**src/rtl/acc_core_pkg.sv**
```systemverilog
package acc_core_pkg;

    typedef enum logic [2:0] {
        ST_FETCH,
        ST_DECODE,
        ST_OPERAND,
        ST_EXECUTE,
        ST_HALT
    } state_e;

    typedef enum logic [2:0] {
        K_HALT,
        K_LOAD,
        K_STORE,
        K_ADD,
        K_SUB,
        K_MULT
    } op_kind_e;

endpackage

```
**src/rtl/acc_core_decode.sv**
```systemverilog
module acc_core_decode
    import acc_core_pkg::*;
#(
    parameter int unsigned OPC_W = 4
) (
    input  logic [OPC_W-1:0] opcode,
    output op_kind_e         kind
);
    always_comb begin
        case (opcode)
            OPC_W'(1): kind = K_LOAD;
            OPC_W'(2): kind = K_STORE;
            OPC_W'(3): kind = K_ADD;
            OPC_W'(4): kind = K_SUB;
            OPC_W'(5): kind = K_MULT;
            default:   kind = K_HALT;
        endcase
    end
endmodule

```
**src/rtl/acc_core_alu.sv**
```systemverilog
module acc_core_alu
    import acc_core_pkg::*;
#(
    parameter int unsigned DATA_W = 16
) (
    input  op_kind_e          kind,
    input  logic [DATA_W-1:0] acc,
    input  logic [DATA_W-1:0] operand,
    output logic [DATA_W-1:0] result
);
    always_comb begin
        case (kind)
            K_LOAD:  result = operand;
            K_ADD:   result = acc + operand;
            K_SUB:   result = acc - operand;
            K_MULT:  result = acc * operand;
            default: result = acc;
        endcase
    end
endmodule

```
**src/rtl/acc_core_counter.sv**
```systemverilog
module acc_core_counter #(
    parameter int unsigned CNT_W = 32
) (
    input  logic             clk,
    input  logic             rst_n,
    input  logic             inc,
    output logic [CNT_W-1:0] count
);
    logic [CNT_W-1:0] count_d, count_q;

    always_comb begin
        count_d = count_q;
        if (inc) count_d = count_q + CNT_W'(1);
    end

    always_ff @(posedge clk) begin
        if (!rst_n) count_q <= '0;
        else        count_q <= count_d;
    end

    assign count = count_q;
endmodule

```
**src/rtl/acc_core.sv**
```systemverilog
module acc_core
    import acc_core_pkg::*;
#(
    parameter int unsigned DATA_W = 16,
    parameter int unsigned ADDR_W = 12,
    parameter int unsigned OPC_W  = 4,
    parameter int unsigned CNT_W  = 32
) (
    input  logic              clk,
    input  logic              rst_n,
    output logic              mem_req,
    output logic              mem_we,
    output logic [ADDR_W-1:0] mem_addr,
    output logic [DATA_W-1:0] mem_wdata,
    input  logic [DATA_W-1:0] mem_rdata,
    output logic              halted,
    output logic [DATA_W-1:0] acc_value,
    output logic [CNT_W-1:0]  access_count
);
    localparam int unsigned OPC_LSB = ADDR_W;

    typedef struct packed {
        state_e              state;
        logic [ADDR_W-1:0]   pc;
        logic [ADDR_W-1:0]   opaddr;
        op_kind_e            kind;
        logic [DATA_W-1:0]   acc;
    } core_regs_t;

    core_regs_t r_d, r_q;
    op_kind_e          dec_kind;
    logic [DATA_W-1:0] alu_y;

    acc_core_decode #(.OPC_W(OPC_W)) u_decode (
        .opcode (mem_rdata[OPC_LSB +: OPC_W]),
        .kind   (dec_kind)
    );

    acc_core_alu #(.DATA_W(DATA_W)) u_alu (
        .kind    (r_q.kind),
        .acc     (r_q.acc),
        .operand (mem_rdata),
        .result  (alu_y)
    );

    acc_core_counter #(.CNT_W(CNT_W)) u_count (
        .clk   (clk),
        .rst_n (rst_n),
        .inc   (mem_req),
        .count (access_count)
    );

    always_comb begin
        r_d       = r_q;
        mem_req   = 1'b0;
        mem_we    = 1'b0;
        mem_addr  = r_q.pc;
        mem_wdata = r_q.acc;
        case (r_q.state)
            ST_FETCH: begin
                mem_req    = 1'b1;
                mem_addr   = r_q.pc;
                r_d.pc     = r_q.pc + ADDR_W'(1);
                r_d.state  = ST_DECODE;
            end
            ST_DECODE: begin
                r_d.kind   = dec_kind;
                r_d.opaddr = mem_rdata[ADDR_W-1:0];
                r_d.state  = (dec_kind == K_HALT) ? ST_HALT : ST_OPERAND;
            end
            ST_OPERAND: begin
                mem_req    = 1'b1;
                mem_addr   = r_q.opaddr;
                mem_we     = (r_q.kind == K_STORE);
                r_d.state  = ST_EXECUTE;
            end
            ST_EXECUTE: begin
                if (r_q.kind != K_STORE) r_d.acc = alu_y;
                r_d.state  = ST_FETCH;
            end
            ST_HALT: begin
                r_d.state  = ST_HALT;
            end
            default: begin
                r_d.state  = ST_HALT;
            end
        endcase
    end

    always_ff @(posedge clk) begin
        if (!rst_n) begin
            r_q.state  <= ST_FETCH;
            r_q.pc     <= '0;
            r_q.opaddr <= '0;
            r_q.kind   <= K_HALT;
            r_q.acc    <= '0;
        end else begin
            r_q <= r_d;
        end
    end

    assign halted    = (r_q.state == ST_HALT);
    assign acc_value = r_q.acc;
endmodule

```
**config.mk**
```make
export PLATFORM = sky130hd
export DESIGN_NAME = acc_core
export DESIGN_NICKNAME = d
export VERILOG_FILES = /design/src/rtl/acc_core_pkg.sv /design/src/rtl/acc_core_decode.sv /design/src/rtl/acc_core_alu.sv /design/src/rtl/acc_core_counter.sv /design/src/rtl/acc_core.sv
export SDC_FILE = /design/constraint.sdc
export NUM_CORES = 1
export LEC_CHECK = 0
export BUFFER_PORTS_ARGS = -buffer_cell sky130_fd_sc_hd__buf_4
export CORE_ASPECT_RATIO = 1.75
export CORE_MARGIN = 10
export CORE_UTILIZATION = 45
export DETAILED_ROUTE_END_ITERATION = 16
export PLACE_DENSITY_LB_ADDON = 0.12
export SKIP_LAST_GASP = 1
export SYNTH_ARGS = -nofsm -noshare
export SYNTH_HDL_FRONTEND = slang
export SYNTH_SLANG_ARGS = --single-unit
```
**constraint.sdc**
```tcl
create_clock -name clk -period 8.59 [get_ports clk]
set_clock_uncertainty 0.1 [all_clocks]
set_input_delay 0.859 -clock clk [delete_from_list [all_inputs] [get_ports clk]]
set_output_delay 0.859 -clock clk [all_outputs]
set_load 0.05 [all_outputs]
```
# Word level (Yosys, flattened, before mapping)
# Index checks and enable logic that the tools add are counted.
[word_totals] reg_bits=78 out_inout_bits=79 wordCells=38
[classes] n_eq_ne=15 muxes=7 n_reduce_logical=5 addsub=4 multipliers=1
[ops] cell="$pmux W16 S4" n=1
[ops] cell="$add A32 B1 Y32 const B" n=1
[ops] cell="$add A16 B16 Y16" n=1
[ops] cell="$mul A16 B16 Y16" n=1
[ops] cell="$sub A16 B16 Y16" n=1
[ops] cell="$pmux W3 S5" n=1
[ops] cell="$add A12 B1 Y12 const B" n=1
[ops] cell="$eq A3 B2 Y1 const B" n=4
[ops] cell="$mux W12" n=1
[ops] cell="$pmux W3 S4" n=1
[ops] cell="$eq A3 B3 Y1 const B" n=3
[ops] cell="$eq A4 B2 Y1 const B" n=2
[ops] cell="$eq A4 B3 Y1 const B" n=2
[ops] cell="$eq A3 B1 Y1 const B" n=2
[ops] cell="$logic_not A3 Y1" n=2
[ops] cell="$eq A4 B1 Y1 const B" n=1
[ops] cell="$reduce_bool A4 Y1" n=1
[ops] cell="$mux W3" n=1
[ops] cell="$ne A3 B2 Y1 const B" n=1
[ops] cell="$reduce_and A3 Y1" n=1
[ops] cell="$mux W1" n=2
[ops] cell="$reduce_or A2 Y1" n=1

# Depth between registers and ports, before layout
[depth] word_depth=5 mapped_depth=23 mapped_depth_nobuf=22

# Hierarchy
# A second synthesis with hierarchy kept.
[hier_totals] hier_cells=1165 area_unflattened_um2=9390.3
[modules_own_cells] mod="acc_core_alu" cells_each=715 n_inst=1 area_each_um2=5532.8
[modules_own_cells] mod="acc_core" cells_each=270 n_inst=1 area_each_um2=2268.4
[modules_own_cells] mod="acc_core_counter" cells_each=176 n_inst=1 area_each_um2=1562.7
[modules_own_cells] mod="acc_core_decode" cells_each=4 n_inst=1 area_each_um2=26.3

# Worst setup path before layout
# No wires, ideal clock.
[synth_path] kind="input port to flip-flop" startpoint="input mem_rdata[2]" endpoint="register acc_value[14] (netlist name)" path_buffers=2 setup_time_ns=0.127 slack_ns=2.531 t_arrival_ns=5.832 stages=19 cell_sequence="clkbuf_1 clkbuf_1 nand2_1 fa_1 fa_1 fa_1 fa_1 inv_1 fa_1 inv_1 fa_1 inv_1 ha_1 nand3_1 o311a_1 a21oi_1 xor2_1 a221oi_1 a31oi_1"
[synth_between] elab_chain_cells=2 word_cells_on_any_way=4 classes_between="add/sub (2); mul (1); mux (1)"
[synth_rtl] element="start: declaration" line="acc_core.sv:15" text="input logic [DATA_W-1:0] mem_rdata,"
[synth_rtl] element="$mul A16 B16 Y16 (tied with other cells)" line="acc_core_alu.sv:16" text="K_MULT: result = acc * operand;"
[synth_rtl] element="$pmux W16 S4 (*)" line="acc_core_alu.sv:12" text="case (kind)"
# Mark *: on every way between the ends. The rest lies on a longest branch, timed or not.
# A chain may end at the register's enable or synchronous reset.

# Worst setup path in the final report
[layout_path] startpoint="register acc_value[3] (netlist name)" endpoint="register acc_value[15] (netlist name)"
[layout_between] elab_chain_cells=2 word_cells_on_any_way=4 classes_between="add/sub (2); mul (1); mux (1)"
[layout_rtl] element="$mul A16 B16 Y16 (tied with other cells)" line="acc_core_alu.sv:16"
[layout_rtl] element="$pmux W16 S4 (*)" line="acc_core_alu.sv:12"
# Marked as above.

==> impl_metrics.py <==
metrics = {
    "sta": {
        "finalCritPeriodShare_pct": 69.0,
        "slew-limit-headroom_pct": 30.1,
        "slew_violations": 0,
        "whs_ps": 355,
        "rsz0062_at_grt": "false",
        "tns_ps": 0,
        "finalSetupViolCount": 0,
        "tightest_slew_ps": 1050,
        "layout_min_cycle_time_ps": 5930,
        "hold_viol": 0,
        "max_clock_freq_mhz": 169,
    },
    "worst_setup_path": {
        "regToRegSetupSlack_ps": 2660,
        "cp_max_fo": 17,
        "crit_start": "acc_value[3]$_SDFFE_PN0P_",
        "ff2ff_path_depth": 17,
        "r2r-end": "acc_value[15]$_SDFFE_PN0P_",
        "endpoint_kind": "register",
        "crit_required_ps": 8760,
        "critPathArrivalTime_ps": 6100,
        "crit_type": "reg -> reg",
        "cp-start-kind": "register",
        "timing.rr.start": "acc_value[3]$_SDFFE_PN0P_",
    },
    "cells_and_area": {
        "fillers": 1899,
        "syn2layout_area_growth_pct": 10.9,
        "antenna_cells": 0,
        "drive_gt1_share_pct": 12.3,
        "nNetsFinal": 1264,
    },
    "global_routing": {
        "grt.overflow.total": 0,
        "grt_usage_pct": 19.1,
        "grt_max_degree": 56,
        "antenna_found_initial": 0,
        "grt_pass1_wl_mm": 39.1,
        "grt_pass1_vias": 7344,
    },
    "clock_network": {
        "clock_path_buffers": 2,
        "h-tree-depth": 3,
        "worstSkewPairLatency_ps": 350,
        "cts.sinks": 78,
        "cts_setup_buffers": 0,
        "cts_tree": "yes",
        "cts_buffers": 9,
        "cts_root_buffer": "clkbuf_16",
        "path_clk_slew_ps": 60,
        "cts-resized-gates": 0,
        "holdBufCountCts": 0,
    },
    "pwr": {
        "pwr-share-seq_pct": 39.2,
        "power.leakage_nw": 4.43,
        "switching_share_pct": 27.9,
        "combPwrFrac_pct": 15.9,
        "power_frac_clock_pct": 44.9,
        "p_sw_mw": 0.276,
        "irDropWorstVdd_mv": 0.120,
        "powerDensity_nw_per_um2": 103,
        "p_int_mw": 0.711,
    },
    "worst_hold_path": {
        "hold_path_depth": 2,
        "min_delay_worst_endpoint": "r_q[21]$_SDFFE_PN0P_",
        "hold_start": "r_q[21]$_SDFFE_PN0P_",
        "hp-class": "reg -> reg",
    },
    "floorplanning": {
        "fp.dieH_um": 204,
        "fp.dieArea_um2": 25400,
        "core_area_um2": 19000,
        "fp.dieW_um": 125,
        "fp-row-count": 67,
        "start_util_pct": 45.5,
        "pin_count": 97,
    },
    "synthesis": {
        "yosysTopAreaCellShare_pct": 18.7,
        "synth_edf_count": 0,
        "synth.distinct_cells": 57,
        "yosys.area.top_type": "fa_1",
        "synth-async-reset-ratio_pct": 0,
        "syn-num-nets": 1238,
        "synth_warnings": 0,
        "syn_avg_cell_area_um2": 8.09,
        "yosysSeqAreaShare_pct": 18.0,
        "synthFlopType": "dfxtp_1",
        "synth_area_leaders": "fa_1 19%, dfxtp_1 18%, ha_1 9.8%, nand2_1 6.1%, inv_1 5.6%",
        "ys_seq_elements": 78,
        "synthCells": 1071,
        "synth_area_um2": 8660,
    },
    "drt": {
        "drtIter0Drc": 287,
        "wl_per_cell_um": 18.3,
        "viasPerCell": 5.34,
        "postRouteAntennaNets": 0,
        "num_vias": 7175,
        "drt_first_pass_iters": 6,
        "route.detailed.drc": 0,
        "drt-total-wl_mm": 24.5,
    },
    "place": {
        "portBuffers": 96,
        "dp_hpwl_mm": 18.1,
        "gp_congestion": 0.856,
    },
    "job": {
        "max_cap_viol_count": 0,
    },
    "outcome": {
        "outcome": "completed",
    },
}
-- per-layer routing --
layer / up-vias / share of wire [%] / track usage [%]
li1: 3440 / - / -
met1: 3505 / 39 / 20.8
met2: 181 / 54 / 36.4
met4: 0 / 3.3 / 8.22
met5: - / 0 / 0
met3: 49 / 3.6 / 2.00
-- cell families after synthesis --
family                   Yosys count  share of synthesized area (%)
AO/OA/AOI/OAI                    141                           10.0
XOR/XNOR                          96                           9.87
adder cells (fa/ha/maj)          149                           28.6
buffers and inverters            215                           10.8
flip-flops                        78                           18.0
multiplexers                      13                           1.68
AND/OR/NAND/NOR                  379                           21.0
-- power groups by stage --
stage / clock network, mW / logic [mW] / registers (mW)
3_3_place_gp: 0 / 0.157 / 0.394
2_1_floorplan: 0 / 0.107 / 0.397
4_1_cts: 0.449 / 0.158 / 0.386
3_5_place_dp: 0 / 0.157 / 0.394
6_report: 0.443 / 0.157 / 0.387
5_1_grt: 0.463 / 0.172 / 0.388
-- cells in the final DEF, fill, tap and decap left out, types with 55 or more instances in the layout --
master / synthesis / layout
dfxtp_1: 78 / 78
nor2_1: 79 / 79
and2_1: 67 / 67
a21oi_1: 61 / 61
ha_1: 68 / 68
xnor2_1: 55 / 55
nand2_1: 140 / 140
inv_1: 129 / 128
buf_4: 32 / 101
fa_1: 81 / 81
-- critical path, cell delays in order (launching register included) --
cell	delay (ps)
dfxtp_1	960
nand2_1	190
fa_1	570
inv_1	60
fa_1	430
fa_1	470
fa_1	540
inv_1	50
fa_1	480
fa_1	450
xnor2_1	210
xnor2_1	110
xnor2_1	210
xnor2_1	160
xnor3_1	460
xnor2_1	150
nand2_1	70
a41oi_1	180
-- worst max path at each step --
stage,end
5_1_grt,acc_value[15]$_SDFFE_PN0P_
4_1_cts,acc_value[15]$_SDFFE_PN0P_
3_5_place_dp,acc_value[14]$_SDFFE_PN0P_
3_3_place_gp,acc_value[14]$_SDFFE_PN0P_
2_1_floorplan,acc_value[14]$_SDFFE_PN0P_
6_report,acc_value[15]$_SDFFE_PN0P_
-- through the flow --
stage               instance area [um2]  total power [mW]  setup WS (ps)  util, %  cells
floorplan                          8660             0.504           2530        -   1071
global placement                   9270             0.550           2470     48.7   1327
detailed placement                 9270             0.551           2450     48.7   1327
CTS                                9610             0.994           2540     50.5   1343
global route                       9610              1.02           2310     50.5   1343
finish                             9610             0.987           2660     50.5   1343
-- state kept, by name (all words and copies together) (netlist names) --
register	cells
r_q	30
u_count.count	32
acc_value	16
-- Yosys cell counts (all sizes together) (2+ instances only) --
master and n:
inv 129, ha 68, o21ai 31, nand2 140, nand2b 3, or3 8, a221oi 6, nor2b 12
xor2 40, o21a 6, xnor2 55, o31ai 2, nand4 9, a31oi 8, a211oi 4, dfxtp 78
and2 67, a222oi 2, clkbuf 44, o31a 3, and3 12, buf 42, o2111ai 2, and4 6
fa 81, a21o 6, nand3 19, a21oi 61, nor2 80, nor4 2, nor3 14, mux2 12
-- area by class of cell --
class	instances	area (um2)	share of cell area, %
clock buffers	10	229	2.38
clock inverters	6	109	1.13
inverters	129	484	5.04
multi-input cells	778	6160	64.2
flip-flops and latches	78	1560	16.3
well taps	241	302	3.14
repair buffers	101	758	7.89
(Power assumes the default switching activity.)
